$ cat src/rtl/grp_pkg.sv
package grp_pkg;
  localparam int CLS_W   = 3;
  localparam int NUM_USE = 5;
  localparam int U_LR    = 0;
  localparam int U_AC    = 1;
  localparam int U_CR    = 2;
  localparam int U_ALU   = 3;
  localparam int U_WR    = 4;

  typedef enum logic [CLS_W-1:0] {
    CL_CONST = 3'd0,
    CL_LDL   = 3'd1,
    CL_STL   = 3'd2,
    CL_LDNL  = 3'd3,
    CL_NLPTR = 3'd4,
    CL_STNL  = 3'd5,
    CL_OPR   = 3'd6,
    CL_JUMP  = 3'd7
  } ins_cls_e;

  typedef enum logic [1:0] {
    ACC_HOLD,
    ACC_ADD,
    ACC_LOAD,
    ACC_CLEAR
  } acc_op_e;

  typedef logic [NUM_USE-1:0] use_vec_t;

  function automatic use_vec_t cls_use(input ins_cls_e c);
    use_vec_t u;
    u = '0;
    case (c)
      CL_LDL:   u[U_LR] = 1'b1;
      CL_STL:   u[U_WR] = 1'b1;
      CL_LDNL:  begin u[U_AC] = 1'b1; u[U_CR] = 1'b1; end
      CL_NLPTR: u[U_AC] = 1'b1;
      CL_STNL:  begin u[U_AC] = 1'b1; u[U_WR] = 1'b1; end
      CL_OPR:   u[U_ALU] = 1'b1;
      default:  ;
    endcase
    return u;
  endfunction
endpackage

$ cat src/rtl/grp_budget.sv
module grp_budget import grp_pkg::*; #(
  parameter int unsigned MAX_BYTES = 8,
  parameter int unsigned MAX_INSNS = 8,
  parameter int unsigned USE_MAX [NUM_USE] = '{2, 2, 2, 1, 1},
  parameter int LEN_W = 4,
  parameter int CNT_W = 4,
  parameter int UW    = 2
) (
  input  logic [CNT_W-1:0]            acc_cnt_i,
  input  logic [LEN_W-1:0]            acc_len_i,
  input  logic [NUM_USE-1:0][UW-1:0]  acc_use_i,
  input  logic [LEN_W-1:0]            in_len_i,
  input  use_vec_t                    in_use_i,
  output logic                        fits_o
);
  logic [LEN_W:0]       len_sum;
  logic [NUM_USE-1:0]   use_ok;

  assign len_sum = {1'b0, acc_len_i} + {1'b0, in_len_i};

  for (genvar k = 0; k < NUM_USE; k++) begin : g_use
    logic [UW:0] s;
    assign s         = {1'b0, acc_use_i[k]} + (UW+1)'(in_use_i[k]);
    assign use_ok[k] = (s <= (UW+1)'(USE_MAX[k]));
  end

  assign fits_o = (len_sum <= (LEN_W+1)'(MAX_BYTES))
               && (acc_cnt_i < CNT_W'(MAX_INSNS))
               && (&use_ok);
endmodule

$ cat src/rtl/grp_accum.sv
module grp_accum import grp_pkg::*; #(
  parameter int unsigned MAX_INSNS = 8,
  parameter int LEN_W = 4,
  parameter int CNT_W = 4,
  parameter int UW    = 2
) (
  input  logic                          clk_i,
  input  logic                          rst_ni,
  input  acc_op_e                       op_i,
  input  logic                          seal_i,
  input  logic [CLS_W-1:0]              in_cls_i,
  input  logic [LEN_W-1:0]              in_len_i,
  input  use_vec_t                      in_use_i,
  output logic [CNT_W-1:0]              acc_cnt_o,
  output logic [LEN_W-1:0]              acc_len_o,
  output logic [NUM_USE-1:0][UW-1:0]    acc_use_o,
  output logic [MAX_INSNS*CLS_W-1:0]    acc_cls_o,
  output logic                          acc_seal_o,
  output logic [CNT_W-1:0]              sum_cnt_o,
  output logic [LEN_W-1:0]              sum_len_o,
  output logic [NUM_USE-1:0][UW-1:0]    sum_use_o,
  output logic [MAX_INSNS*CLS_W-1:0]    sum_cls_o
);
  logic [NUM_USE-1:0][UW-1:0]  one_use;
  logic [MAX_INSNS*CLS_W-1:0]  one_cls;

  assign sum_cnt_o = acc_cnt_o + CNT_W'(1);
  assign sum_len_o = acc_len_o + in_len_i;

  for (genvar k = 0; k < NUM_USE; k++) begin : g_use
    assign sum_use_o[k] = acc_use_o[k] + UW'(in_use_i[k]);
    assign one_use[k]   = UW'(in_use_i[k]);
  end

  // new member lands in the first free slot
  for (genvar s = 0; s < MAX_INSNS; s++) begin : g_slot
    assign sum_cls_o[s*CLS_W +: CLS_W] =
      (acc_cnt_o == CNT_W'(s)) ? in_cls_i : acc_cls_o[s*CLS_W +: CLS_W];
    if (s == 0) begin : g_head
      assign one_cls[s*CLS_W +: CLS_W] = in_cls_i;
    end else begin : g_tail
      assign one_cls[s*CLS_W +: CLS_W] = '0;
    end
  end

  always_ff @(posedge clk_i or negedge rst_ni) begin
    if (!rst_ni) begin
      acc_cnt_o  <= '0;
      acc_len_o  <= '0;
      acc_use_o  <= '0;
      acc_cls_o  <= '0;
      acc_seal_o <= 1'b0;
    end else begin
      case (op_i)
        ACC_ADD: begin
          acc_cnt_o <= sum_cnt_o;
          acc_len_o <= sum_len_o;
          acc_use_o <= sum_use_o;
          acc_cls_o <= sum_cls_o;
        end
        ACC_LOAD: begin
          acc_cnt_o  <= CNT_W'(1);
          acc_len_o  <= in_len_i;
          acc_use_o  <= one_use;
          acc_cls_o  <= one_cls;
          acc_seal_o <= seal_i;
        end
        ACC_CLEAR: begin
          acc_cnt_o  <= '0;
          acc_len_o  <= '0;
          acc_use_o  <= '0;
          acc_cls_o  <= '0;
          acc_seal_o <= 1'b0;
        end
        default: ;
      endcase
    end
  end

  assert_acc_count_R11: assert property (@(posedge clk_i) disable iff (!rst_ni)
    acc_cnt_o <= CNT_W'(MAX_INSNS));
endmodule

$ cat src/rtl/grp_out.sv
module grp_out import grp_pkg::*; #(
  parameter int unsigned MAX_BYTES = 8,
  parameter int unsigned MAX_INSNS = 8,
  parameter int unsigned USE_MAX [NUM_USE] = '{2, 2, 2, 1, 1},
  parameter int LEN_W = 4,
  parameter int CNT_W = 4,
  parameter int UW    = 2
) (
  input  logic                        clk_i,
  input  logic                        rst_ni,
  input  logic                        load_i,
  input  logic                        ready_i,
  input  logic [CNT_W-1:0]            d_cnt_i,
  input  logic [LEN_W-1:0]            d_len_i,
  input  logic [NUM_USE-1:0][UW-1:0]  d_use_i,
  input  logic [MAX_INSNS*CLS_W-1:0]  d_cls_i,
  output logic                        valid_o,
  output logic [CNT_W-1:0]            cnt_o,
  output logic [LEN_W-1:0]            len_o,
  output logic [NUM_USE-1:0][UW-1:0]  use_o,
  output logic [MAX_INSNS*CLS_W-1:0]  cls_o
);
  always_ff @(posedge clk_i or negedge rst_ni) begin
    if (!rst_ni) begin
      valid_o <= 1'b0;
      cnt_o   <= '0;
      len_o   <= '0;
      use_o   <= '0;
      cls_o   <= '0;
    end else if (load_i) begin
      valid_o <= 1'b1;
      cnt_o   <= d_cnt_i;
      len_o   <= d_len_i;
      use_o   <= d_use_i;
      cls_o   <= d_cls_i;
    end else if (ready_i) begin
      valid_o <= 1'b0;
    end
  end

  assert_byte_budget_R1: assert property (@(posedge clk_i) disable iff (!rst_ni)
    valid_o |-> len_o <= LEN_W'(MAX_BYTES));

  assert_group_size_R11: assert property (@(posedge clk_i) disable iff (!rst_ni)
    valid_o |-> (cnt_o != '0) && (cnt_o <= CNT_W'(MAX_INSNS)));

  // index 0: R2, indices 1-2: R3, indices 3-4: R4
  for (genvar k = 0; k < NUM_USE; k++) begin : g_chk
    assert_use_budget_R2_R3_R4: assert property (@(posedge clk_i) disable iff (!rst_ni)
      valid_o |-> use_o[k] <= UW'(USE_MAX[k]));
  end
endmodule

$ cat src/rtl/grp_former.sv
module grp_former import grp_pkg::*; #(
  parameter int unsigned MAX_BYTES = 8,
  parameter int unsigned MAX_INSNS = 8,
  parameter int unsigned LR_MAX    = 2,
  parameter int unsigned AC_MAX    = 2,
  parameter int unsigned CR_MAX    = 2,
  parameter int unsigned ALU_MAX   = 1,
  parameter int unsigned WR_MAX    = 1,
  parameter int LEN_W = $clog2(MAX_BYTES + 1),
  parameter int CNT_W = $clog2(MAX_INSNS + 1),
  parameter int UW    = $clog2(((LR_MAX > AC_MAX ? LR_MAX : AC_MAX) > CR_MAX ?
                                (LR_MAX > AC_MAX ? LR_MAX : AC_MAX) : CR_MAX) + 1)
) (
  input  logic                        clk_i,
  input  logic                        rst_ni,
  input  logic                        in_valid_i,
  output logic                        in_ready_o,
  input  logic [2:0]                  in_cls_i,
  input  logic [LEN_W-1:0]            in_len_i,
  output logic                        out_valid_o,
  input  logic                        out_ready_i,
  output logic [CNT_W-1:0]            grp_cnt_o,
  output logic [LEN_W-1:0]            grp_len_o,
  output logic [MAX_INSNS*3-1:0]      grp_cls_o,
  output logic [UW-1:0]               grp_lr_o,
  output logic [UW-1:0]               grp_ac_o,
  output logic [UW-1:0]               grp_cr_o,
  output logic [UW-1:0]               grp_alu_o,
  output logic [UW-1:0]               grp_wr_o
);
  localparam int unsigned USE_MAX [NUM_USE] = '{LR_MAX, AC_MAX, CR_MAX, ALU_MAX, WR_MAX};

  ins_cls_e                    cls;
  use_vec_t                    in_use;
  logic                        fits, can_emit, take, flush, is_jmp, nonempty;
  logic                        emit, emit_sum, seal;
  acc_op_e                     acc_op;

  logic [CNT_W-1:0]            acc_cnt, sum_cnt;
  logic [LEN_W-1:0]            acc_len, sum_len;
  logic [NUM_USE-1:0][UW-1:0]  acc_use, sum_use, out_use;
  logic [MAX_INSNS*CLS_W-1:0]  acc_cls, sum_cls;
  logic                        acc_seal;

  assign cls      = ins_cls_e'(in_cls_i);
  assign in_use   = cls_use(cls);
  assign is_jmp   = (cls == CL_JUMP);
  assign nonempty = (acc_cnt != '0);
  assign can_emit = !out_valid_o || out_ready_i;
  assign in_ready_o = can_emit;
  assign take     = in_valid_i && can_emit;
  // sealed jump, dry input or budget overflow all close the open group
  assign flush    = nonempty && can_emit && (acc_seal || !in_valid_i || !fits);

  always_comb begin
    acc_op   = ACC_HOLD;
    seal     = 1'b0;
    emit     = 1'b0;
    emit_sum = 1'b0;
    if (take && is_jmp && !flush) begin
      emit     = 1'b1;
      emit_sum = 1'b1;
      acc_op   = ACC_CLEAR;
    end else if (flush) begin
      emit = 1'b1;
      if (take) begin
        acc_op = ACC_LOAD;
        seal   = is_jmp;
      end else begin
        acc_op = ACC_CLEAR;
      end
    end else if (take) begin
      acc_op = ACC_ADD;
    end
  end

  grp_budget #(
    .MAX_BYTES(MAX_BYTES), .MAX_INSNS(MAX_INSNS), .USE_MAX(USE_MAX),
    .LEN_W(LEN_W), .CNT_W(CNT_W), .UW(UW)
  ) i_budget (
    .acc_cnt_i (acc_cnt),
    .acc_len_i (acc_len),
    .acc_use_i (acc_use),
    .in_len_i  (in_len_i),
    .in_use_i  (in_use),
    .fits_o    (fits)
  );

  grp_accum #(
    .MAX_INSNS(MAX_INSNS), .LEN_W(LEN_W), .CNT_W(CNT_W), .UW(UW)
  ) i_accum (
    .clk_i      (clk_i),
    .rst_ni     (rst_ni),
    .op_i       (acc_op),
    .seal_i     (seal),
    .in_cls_i   (in_cls_i),
    .in_len_i   (in_len_i),
    .in_use_i   (in_use),
    .acc_cnt_o  (acc_cnt),
    .acc_len_o  (acc_len),
    .acc_use_o  (acc_use),
    .acc_cls_o  (acc_cls),
    .acc_seal_o (acc_seal),
    .sum_cnt_o  (sum_cnt),
    .sum_len_o  (sum_len),
    .sum_use_o  (sum_use),
    .sum_cls_o  (sum_cls)
  );

  grp_out #(
    .MAX_BYTES(MAX_BYTES), .MAX_INSNS(MAX_INSNS), .USE_MAX(USE_MAX),
    .LEN_W(LEN_W), .CNT_W(CNT_W), .UW(UW)
  ) i_out (
    .clk_i   (clk_i),
    .rst_ni  (rst_ni),
    .load_i  (emit),
    .ready_i (out_ready_i),
    .d_cnt_i (emit_sum ? sum_cnt : acc_cnt),
    .d_len_i (emit_sum ? sum_len : acc_len),
    .d_use_i (emit_sum ? sum_use : acc_use),
    .d_cls_i (emit_sum ? sum_cls : acc_cls),
    .valid_o (out_valid_o),
    .cnt_o   (grp_cnt_o),
    .len_o   (grp_len_o),
    .use_o   (out_use),
    .cls_o   (grp_cls_o)
  );

  assign grp_lr_o  = out_use[U_LR];
  assign grp_ac_o  = out_use[U_AC];
  assign grp_cr_o  = out_use[U_CR];
  assign grp_alu_o = out_use[U_ALU];
  assign grp_wr_o  = out_use[U_WR];

  assert_dry_flush_R8: assert property (@(posedge clk_i) disable iff (!rst_ni)
    nonempty && !in_valid_i && can_emit |=> out_valid_o);

  assert_stall_hold_R9: assert property (@(posedge clk_i) disable iff (!rst_ni)
    out_valid_o && !out_ready_i |=> out_valid_o && $stable(grp_len_o)
                                   && $stable(grp_cnt_o) && $stable(grp_cls_o));

  assert_reset_idle_R10: assert property (@(posedge clk_i)
    !rst_ni |=> !out_valid_o);
endmodule

$ cat config.mk
export PLATFORM = sky130hd
export DESIGN_NAME = grp_former
export DESIGN_NICKNAME = d
export VERILOG_FILES = /design/src/rtl/grp_pkg.sv /design/src/rtl/grp_budget.sv /design/src/rtl/grp_accum.sv /design/src/rtl/grp_out.sv /design/src/rtl/grp_former.sv
export SDC_FILE = /design/constraint.sdc
export NUM_CORES = 1
export LEC_CHECK = 0
export CORE_ASPECT_RATIO = 1.2
export CORE_MARGIN = 3
export CORE_UTILIZATION = 55
export CTS_BUF_LIST = sky130_fd_sc_hd__clkbuf_16
export DETAILED_ROUTE_END_ITERATION = 7
export DONT_BUFFER_PORTS = 1
export PLACE_DENSITY_LB_ADDON = 0.25
export RECOVER_POWER = 50
export SLEW_MARGIN = 40
export SYNTH_ARGS = -nofsm -noshare
export SYNTH_HDL_FRONTEND = slang
export SYNTH_SLANG_ARGS = --single-unit
$ cat constraint.sdc
create_clock -name clk_i -period 10.81 [get_ports clk_i]
set_input_delay 2.162 -clock clk_i [delete_from_list [all_inputs] [get_ports clk_i]]
set_output_delay 2.162 -clock clk_i [all_outputs]
set_load 0.01 [all_outputs]
==> results of run 1 <==
## state kept, by name (all words and copies together) (netlist names)
register            cells
i_accum.acc_len_o       4
i_accum.acc_seal_o      1
i_accum.acc_cls_o      24
i_out.valid_o           1
i_out.len_o             4
i_accum.acc_use_o      10
i_out.cnt_o             4
i_accum.acc_cnt_o       4
i_out.use_o            10
i_out.cls_o            24
## power by group through the flow
stage,sequential (uW),combinational [uW],clock [uW]
2_1_floorplan,572,564,0
3_3_place_gp,598,645,0
3_5_place_dp,602,666,0
4_1_cts,597,674,294
5_1_grt,612,759,308
6_report,594,675,289
## synthesized netlist by cell type (4+ instances only)
cell type and n:
nand2b_1 5, o21ai_0 14, o22a_1 24, buf_2 6, nor2_1 25, nand2_1 58, o22ai_1 22, o211ai_1 9
ha_1 27, clkbuf_1 19, inv_1 41, or3_4 7, nor3b_1 4, a21oi_1 14, nand3b_1 4, a31oi_1 24
nand3_1 24, dfrtp_1 86
## worst register-to-register path, delay by kind of cell (launching register included)
family | cells | cell delay (ps)
AOI/OAI and AO/OA | 4 | 1170
buffers and inverters | 3 | 970
and+or+nand+nor | 3 | 860
adders and majority gates | 3 | 750
DFF | 1 | 410
## final cells by class
| class | instances | area (um2) |
|---|---|---|
| inverter | 42 | 160 |
| fill | 657 | 3040 |
| clock buffer | 9 | 225 |
| timing repair buffer | 3 | 22.5 |
| multi-input combinational | 300 | 1980 |
| sequential | 86 | 2150 |
| clock inverter | 7 | 55.1 |
| tap | 92 | 115 |
## worst max path at each step
stage | from | endpoint | slack (ps) | cells past startpoint
after global routing | in_cls_i[2] | i_accum.acc_use_o[6]$_DFFE_PN0P_ | 4300 | 15
after global placement | in_cls_i[2] | i_accum.acc_use_o[6]$_DFFE_PN0P_ | 4580 | 15
after CTS | in_cls_i[2] | i_accum.acc_use_o[6]$_DFFE_PN0P_ | 4730 | 15
after detailed placement | in_cls_i[2] | i_accum.acc_use_o[6]$_DFFE_PN0P_ | 4430 | 15
final | in_cls_i[2] | i_accum.acc_use_o[6]$_DFFE_PN0P_ | 4690 | 15
after floorplan | in_cls_i[2] | i_accum.acc_use_o[8]$_DFFE_PN0P_ | 5020 | 19
## logic make-up (layout without fill, tap and decap cells)
logic type / count (synthesis) / count (layout)
mux: 1 / 1
flops: 86 / 86
compound gates: 126 / 126
simple gates: 143 / 143
fa+ha+maj: 28 / 28
buf+inv: 72 / 61
xor+xnor: 2 / 2
## per-stage QoR
stage	util	cell area, um2	worst slack [ps]	hold WS (ps)	total power (uW)
after floorplan	-	4420	5020	460	1140
after global placement	0.571	4420	4580	472	1240
after detailed placement	0.571	4430	4430	473	1270
after CTS	0.607	4710	4730	488	1560
after global routing	0.608	4710	4300	515	1680
final	0.608	4710	4690	486	1560
## per-layer routing
metal,vias up,wire (um),share of wire
li1,1601,-,-
met1,1601,4110,0.43
met2,100,4680,0.49
met3,15,554,0.058
met4,0,201,0.021
met5,-,0,0
==> summary.txt, run 1 <==
Internal power -> 887 uW
Num ports -> 55
Syn Nets -> 497
Synth Flop Type -> dfrtp_1
Met1 usage -> 0.286
Power share of the clock group -> 0.185
Sequential area share after synthesis -> 0.487
Layout Nets -> 481
Slowest stage delay, CP -> 480 ps
Comb pwr share -> 0.433
GP Congestion -> 0.849
Commonest non-fill, non-tap cell in the layout -> dfrtp_1
Netlist Area Pre-Place -> 0.00442 mm2
Fin. max-slew vios -> 0
Most frequent cells in the layout -> dfrtp_1 (86), nand2_1 (57), inv_1 (41), ha_1 (27)
H-tree depth -> 3
Setup violators final -> 0
Skew-Pair Late Insertion Delay -> 330 ps
DR WL/cell -> 17.7 um
Count of cell types in the netlist -> 49
Hold crit path type -> reg2reg
Final Cycle Share -> 0.566
Total CTS buffers -> 9
Number of global-route vias before repair -> 3296
Critical Path RT -> 11010 ps
Fin. Hold Viols -> 0
Postcts setup bufs -> 0
Setup TNS Final -> 0 ps
Initial antenna violation count -> 0
Critical path class -> in2reg
Slew @ Worst Pin -> 576 ps
Share of post-route cells with drive strength above 1 -> 0.0716
Worst-path maximum fanout -> 50
Die Wd -> 87.8 um
Placed cell count -> 523
Net Sw Power -> 671 uW
Port bufs -> 0
Avg Inst Size Synth -> 9.65 um2
Synth area leaders -> dfrtp_1 (49%), ha_1 (7.6%), nand2_1 (4.9%), o22a_1 (4.8%), inv_1 (3.5%)
Mapped Cells -> 458
Clk buf depth -> 2
Number of flops mapped to enable cells by yosys -> 0
GRT Overall Usage -> 0.218
Cell mode on critical path -> ha_1
Sequential share of power -> 0.382
Final min period -> 6120 ps
Finished Layout Cells -> 539
M3 GR Usage -> 0.0626
Area Growth Syn to Fin -> 6.57%
R2r setup slk -> 6520 ps
Hpwl dp -> 6290 um
Largest net degree at the start of global routing -> 87
Post-CTS Resized -> 0
RR Endpoint -> i_accum.acc_use_o[6]$_DFFE_PN0P_
Unrepaired setup endpoints after global routing -> no
Drt pass-1 iters -> 5
Worst EP arrival -> 6320 ps
Largest area contributor in the netlist -> dfrtp_1
Vias -> 3317
Die H -> 104 um
Synth Area in Simple Gates -> 0.163
Yosys warning total -> 0
Grt ovf -> 0
Yosys top cell area share -> 0.487
Sw Share -> 0.431
Routed wire length -> 9550 um
Post-synth ARST share -> 1.00
Detailed Route Iter0 Violations -> 188
Synth Area in Adders -> 0.0810
Vias/cell -> 6.15
Met2 Use GR -> 0.348
WP buf/inv -> 3
CP Launch Type -> input port
Worst r2r src -> i_accum.acc_use_o[8]$_DFFE_PN0P_
Largest delay contributor family on the critical path -> compound AO/OA/AOI/OAI gates
PD cells -> 331 mW/mm2
Core Rows -> 35
Core area -> 0.00775 mm2
Fmax -> 0.163 GHz
Largest family of logic cells by synthesized area -> compound AO/OA/AOI/OAI gates
Worst Hold End -> i_out.cls_o[7]$_DFFE_PN0P_
CTS tree -> yes
#FFs+latches synth -> 86
Outcome -> finished, final reports clean
Hold Startpoint -> i_accum.acc_cls_o[7]$_DFFE_PN0P_
Starting density of the core -> 0.570
Clk sinks -> 86
Xor and xnor area share after synthesis -> 0.00396
Clock Skew -> 7.79 ps
Die area -> 0.00915 mm2
Antenna Cells -> 0
Critical-path cell list -> nand2b_1 > o21ai_0 > ha_1 > inv_1 > ha_1 > or3b_1 > a222oi_1 > and4bb_1 > a21bo_2 > buf_4 > ha_1 > buf_4 > nor2b_1 > a32oi_1 > o21ai_1
Worst path slowest cell -> a21bo_2
Reg2reg path depth -> 13
Hold Path Stages -> 1
Mux share of post-synthesis cell area -> 0.00227
Global route hottest layer -> met2
Slew headroom -> 0.616
Worst setup EP type -> register
ANT nets after route -> 0
Clk slew on worst S/H paths -> 70 ps
DR DRC count -> 0
# Max-Cap Violations -> 0
Root buf cell -> clkbuf_16
Hold_buf cts -> 0
Synth Area in Compound Gates -> 0.196
Leakage Power -> 0.00212 uW
Max VDD drop -> 0.000148 V
First-pass GRT wire length -> 15900 um
Note: power is estimated with default switching activity, not from simulation.
==> run 2: changes to the inputs <==
--- a/config.mk
+++ b/config.mk
@@ -5,6 +5,7 @@
 export SDC_FILE = /design/constraint.sdc
 export NUM_CORES = 1
 export LEC_CHECK = 0
+export ABC_AREA = 1
 export CORE_ASPECT_RATIO = 1.2
 export CORE_MARGIN = 3
 export CORE_UTILIZATION = 55
==> constraint.sdc (replaced) <==
create_clock -name clk_i -period 5.5 [get_ports clk_i]
set_input_delay 1.1 -clock clk_i [delete_from_list [all_inputs] [get_ports clk_i]]
set_output_delay 1.1 -clock clk_i [all_outputs]
set_load 0.01 [all_outputs]
==> summary.txt, run 2 <==
Cell mode on critical path -> nand2_1 (was ha_1)
DR DRC count -> 0 (unchanged)
Setup TNS Final -> 0 ps (unchanged)
Worst-path maximum fanout -> 48 (was 50)
Critical-path cell list -> inv_1 > nor3_1 > o21bai_1 > ha_1 > inv_1 > ha_1 > nand2_1 > nand2_1 > nand2_1 > nor2_1 > nand3_1 > nand2_2 > nand2_4 > clkinv_2 > nand2_1 > nand3_1 (was nand2b_1 > o21ai_0 > ha_1 > inv_1 > ha_1 > or3b_1 > a222oi_1 > and4bb_1 > a21bo_2 > buf_4 > ha_1 > buf_4 > nor2b_1 > a32oi_1 > o21ai_1)
# Max-Cap Violations -> 0 (unchanged)
Netlist Area Pre-Place -> 0.00477 mm2 (was 0.00442 mm2)
Total CTS buffers -> 9 (unchanged)
Num ports -> 55 (unchanged)
Post-synth ARST share -> 1.00 (unchanged)
Yosys top cell area share -> 0.451 (was 0.487)
CTS tree -> yes (unchanged)
Starting density of the core -> 0.575 (was 0.570)
Die area -> 0.00983 mm2 (was 0.00915 mm2)
Worst r2r src -> i_out.valid_o$_DFFE_PN0P_ (was i_accum.acc_use_o[8]$_DFFE_PN0P_)
Detailed Route Iter0 Violations -> 243 (was 188)
Post-CTS Resized -> 0 (unchanged)
Final Instance Area -> 0.00507 mm2 (was 0.00471 mm2)
Mapped Cells -> 630 (was 458)
Fin. Hold Viols -> 0 (unchanged)
Largest regs -> i_accum.acc_cls_o (24), i_out.cls_o (24) (unchanged)
Commonest non-fill, non-tap cell in the layout -> nand2_1 (was dfrtp_1)
GRT Overall Usage -> 0.242 (was 0.218)
Clk slew on worst S/H paths -> 60 ps (was 70 ps)
Routed wire length -> 11000 um (was 9550 um)
Reg2reg path depth -> 8 (was 13)
Unrepaired setup endpoints after global routing -> no (unchanged)
Postcts setup bufs -> 0 (unchanged)
Hold crit path type -> in2async (was reg2reg)
Sequential area share after synthesis -> 0.451 (was 0.487)
Number of global-route vias before repair -> 3870 (was 3296)
ANT nets after route -> 0 (unchanged)
Slowest stage delay, CP -> 720 ps (was 480 ps)
WP buf/inv -> 3 (unchanged)
Antenna Cells -> 0 (unchanged)
Leakage Power -> 0.00253 uW (was 0.00212 uW)
Syn Nets -> 669 (was 497)
Drt pass-1 iters -> 5 (unchanged)
CP Launch Point -> in_cls_i[1] (was in_cls_i[2])
Die H -> 108 um (was 104 um)
Hpwl dp -> 7180 um (was 6290 um)
Layout Nets -> 651 (was 481)
RR Endpoint -> i_out.cnt_o[2]$_DFFE_PN0P_ (was i_accum.acc_use_o[6]$_DFFE_PN0P_)
Synth area leaders -> dfrtp_1 (45%), nand2_1 (21%), nand3_1 (8.5%), ha_1 (7.1%), o21ai_0 (4.4%) (was dfrtp_1 (49%), ha_1 (7.6%), nand2_1 (4.9%), o22a_1 (4.8%), inv_1 (3.5%))
Critical Path RT -> 5720 ps (was 11010 ps)
Port bufs -> 0 (unchanged)
Clk buf depth -> 2 (unchanged)
Fin. max-slew vios -> 0 (unchanged)
Worst path slowest cell -> clkinv_2 (was a21bo_2)
Count of cell types in the netlist -> 30 (was 49)
GP Congestion -> 0.861 (was 0.849)
Vias -> 4007 (was 3317)
Max VDD drop -> 0.000296 V (was 0.000148 V)
Worst setup EP type -> register (unchanged)
PD cells -> 590 mW/mm2 (was 331 mW/mm2)
Slew headroom -> 0.445 (was 0.616)
Core Rows -> 36 (was 35)
Setup violators final -> 0 (unchanged)
Area Growth Syn to Fin -> 6.32% (was 6.57%)
Largest delay contributor family on the critical path -> simple AND/OR/NAND/NOR gates (was compound AO/OA/AOI/OAI gates)
Most frequent cells in the layout -> nand2_1 (268), dfrtp_1 (86), nand3_1 (81), o21ai_0 (42), inv_1 (38) (was dfrtp_1 (86), nand2_1 (57), inv_1 (41), ha_1 (27))
Hold_buf cts -> 0 (unchanged)
CP endpoint -> i_out.cnt_o[2]$_DFFE_PN0P_ (was i_accum.acc_use_o[6]$_DFFE_PN0P_)
Stages on the worst setup path -> 16 (was 15)
Root buf cell -> clkbuf_16 (unchanged)
Critical path class -> in2reg (unchanged)
Fmax -> 0.237 GHz
Final worst slack -> 1270 ps (was 4690 ps)
Die Wd -> 91 um (was 87.8 um)
Largest area contributor in the netlist -> dfrtp_1 (unchanged)
Synth Flop Type -> dfrtp_1 (unchanged)
Core area -> 0.00829 mm2 (was 0.00775 mm2)
H-tree depth -> 3 (unchanged)
Largest net degree at the start of global routing -> 87 (unchanged)
CP Launch Type -> input port (unchanged)
Worst EP arrival -> 4440 ps (was 6320 ps)
Top cells by count, synth -> nand2_1 (268), dfrtp_1 (86), nand3_1 (81) (was dfrtp_1 (86), nand2_1 (58), inv_1 (41))
Total power -> 2990 uW (was 1560 uW)
DR WL/cell -> 15.1 um (was 17.7 um)
Dpl cell area -> 0.00477 mm2 (was 0.00443 mm2)
Grt ovf -> 0 (unchanged)
R2r setup slk -> 2070 ps (was 6520 ps)
Skew-Pair Late Insertion Delay -> 340 ps (was 330 ps)
Hold slack final -> 447 ps (was 486 ps)
Share of post-route cells with drive strength above 1 -> 0.0438 (was 0.0716)
Yosys warning total -> 0 (unchanged)
Final min period -> 4230 ps
Clk sinks -> 86 (unchanged)
Outcome -> finished, final reports clean (unchanged)
Final Cycle Share -> 0.769
First-pass GRT wire length -> 18900 um (was 15900 um)
Slew @ Worst Pin -> 832 ps (was 576 ps)
Initial antenna violation count -> 0 (unchanged)
Vias/cell -> 5.49 (was 6.15)
Avg Inst Size Synth -> 7.57 um2 (was 9.65 um2)
Clock Skew -> 5.81 ps (was 7.79 ps)
Place WS -> 1020 ps (was 4430 ps)
Number of flops mapped to enable cells by yosys -> 0 (unchanged)
#FFs+latches synth -> 86 (unchanged)
Most numerous cell in the Yosys netlist -> nand2_1 (was dfrtp_1)
==> run 2: cell types whose count changed after synthesis, moves of 5 or more <==
cell      previous run  this run
nand2_1             58       268
or3_4                7         0
nor2_1              25        10
a21oi_1             14         2
o22ai_1             22         2
o22a_1              24         0
o21ai_0             14        42
o21ai_1              1        13
nand3_1             24        81
a31oi_1             24         0
o211ai_1             9         0
nand2b_1             5         0
==> run 2: cells by family after synthesis <==
group / share of synthesized area
compound gates: 0.0640
xor+xnor: 0.00551
fa+ha+maj: 0.0750
buf+inv: 0.0732
flops: 0.451
simple gates: 0.331
==> run 2: area by class of cell <==
| cell class | count | area (um2) |
|---|---|---|
| fillers | 755 | 3220 |
| multi-input cells | 468 | 2270 |
| flip-flops and latches | 86 | 2150 |
| clock buffers | 9 | 225 |
| inverters | 43 | 163 |
| well taps | 114 | 143 |
| clock inverters | 6 | 77.6 |
| repair buffers | 4 | 42.5 |
==> run 2: how the worst min path moves through the flow <==
stage | from | to | slack (ps)
3_5_place_dp | i_accum.acc_cls_o[1]$_DFFE_PN0P_ | i_accum.acc_cls_o[1]$_DFFE_PN0P_ | 490
4_1_cts | rst_ni | i_out.cls_o[17]$_DFFE_PN0P_ | 440
6_report | rst_ni | i_out.cls_o[17]$_DFFE_PN0P_ | 450
3_3_place_gp | i_accum.acc_cls_o[1]$_DFFE_PN0P_ | i_accum.acc_cls_o[1]$_DFFE_PN0P_ | 490
2_1_floorplan | i_accum.acc_cls_o[0]$_DFFE_PN0P_ | i_accum.acc_cls_o[0]$_DFFE_PN0P_ | 470
5_1_grt | rst_ni | i_out.cls_o[20]$_DFFE_PN0P_ | 430
==> run 2: stage by stage <==
| step | utilization | std cells |
|---|---|---|
| finish | 0.612 | 730 |
| floorplan | - | 630 |
| detailed placement | 0.575 | 715 |
| global route | 0.612 | 730 |
| CTS | 0.612 | 730 |
| global placement | 0.575 | 715 |
==> run 2: power by group <==
group          internal [uW]  total (uW)  switching, uW
Clock                    390         634            243
Combinational            400        1280            881
Sequential               856        1080            223
==> run 2: worst register-to-register path: stages (launching register included) <==
cell,delay [ps]
dfrtp_1,420
nand2_1,220
nand2_1,140
inv_1,110
nand4_1,630
nand2_4,700
clkinv_2,720
nand2_1,250
nand3_1,110
==> run 2: per-layer routing <==
| layer | routed length [um] | vias up | track usage |
|---|---|---|---|
| li1 | - | 1972 | - |
| met1 | 4740 | 1896 | 0.309 |
| met2 | 5390 | 123 | 0.399 |
| met3 | 679 | 16 | 0.0536 |
| met4 | 213 | 0 | 0.105 |
| met5 | 0 | - | 0 |
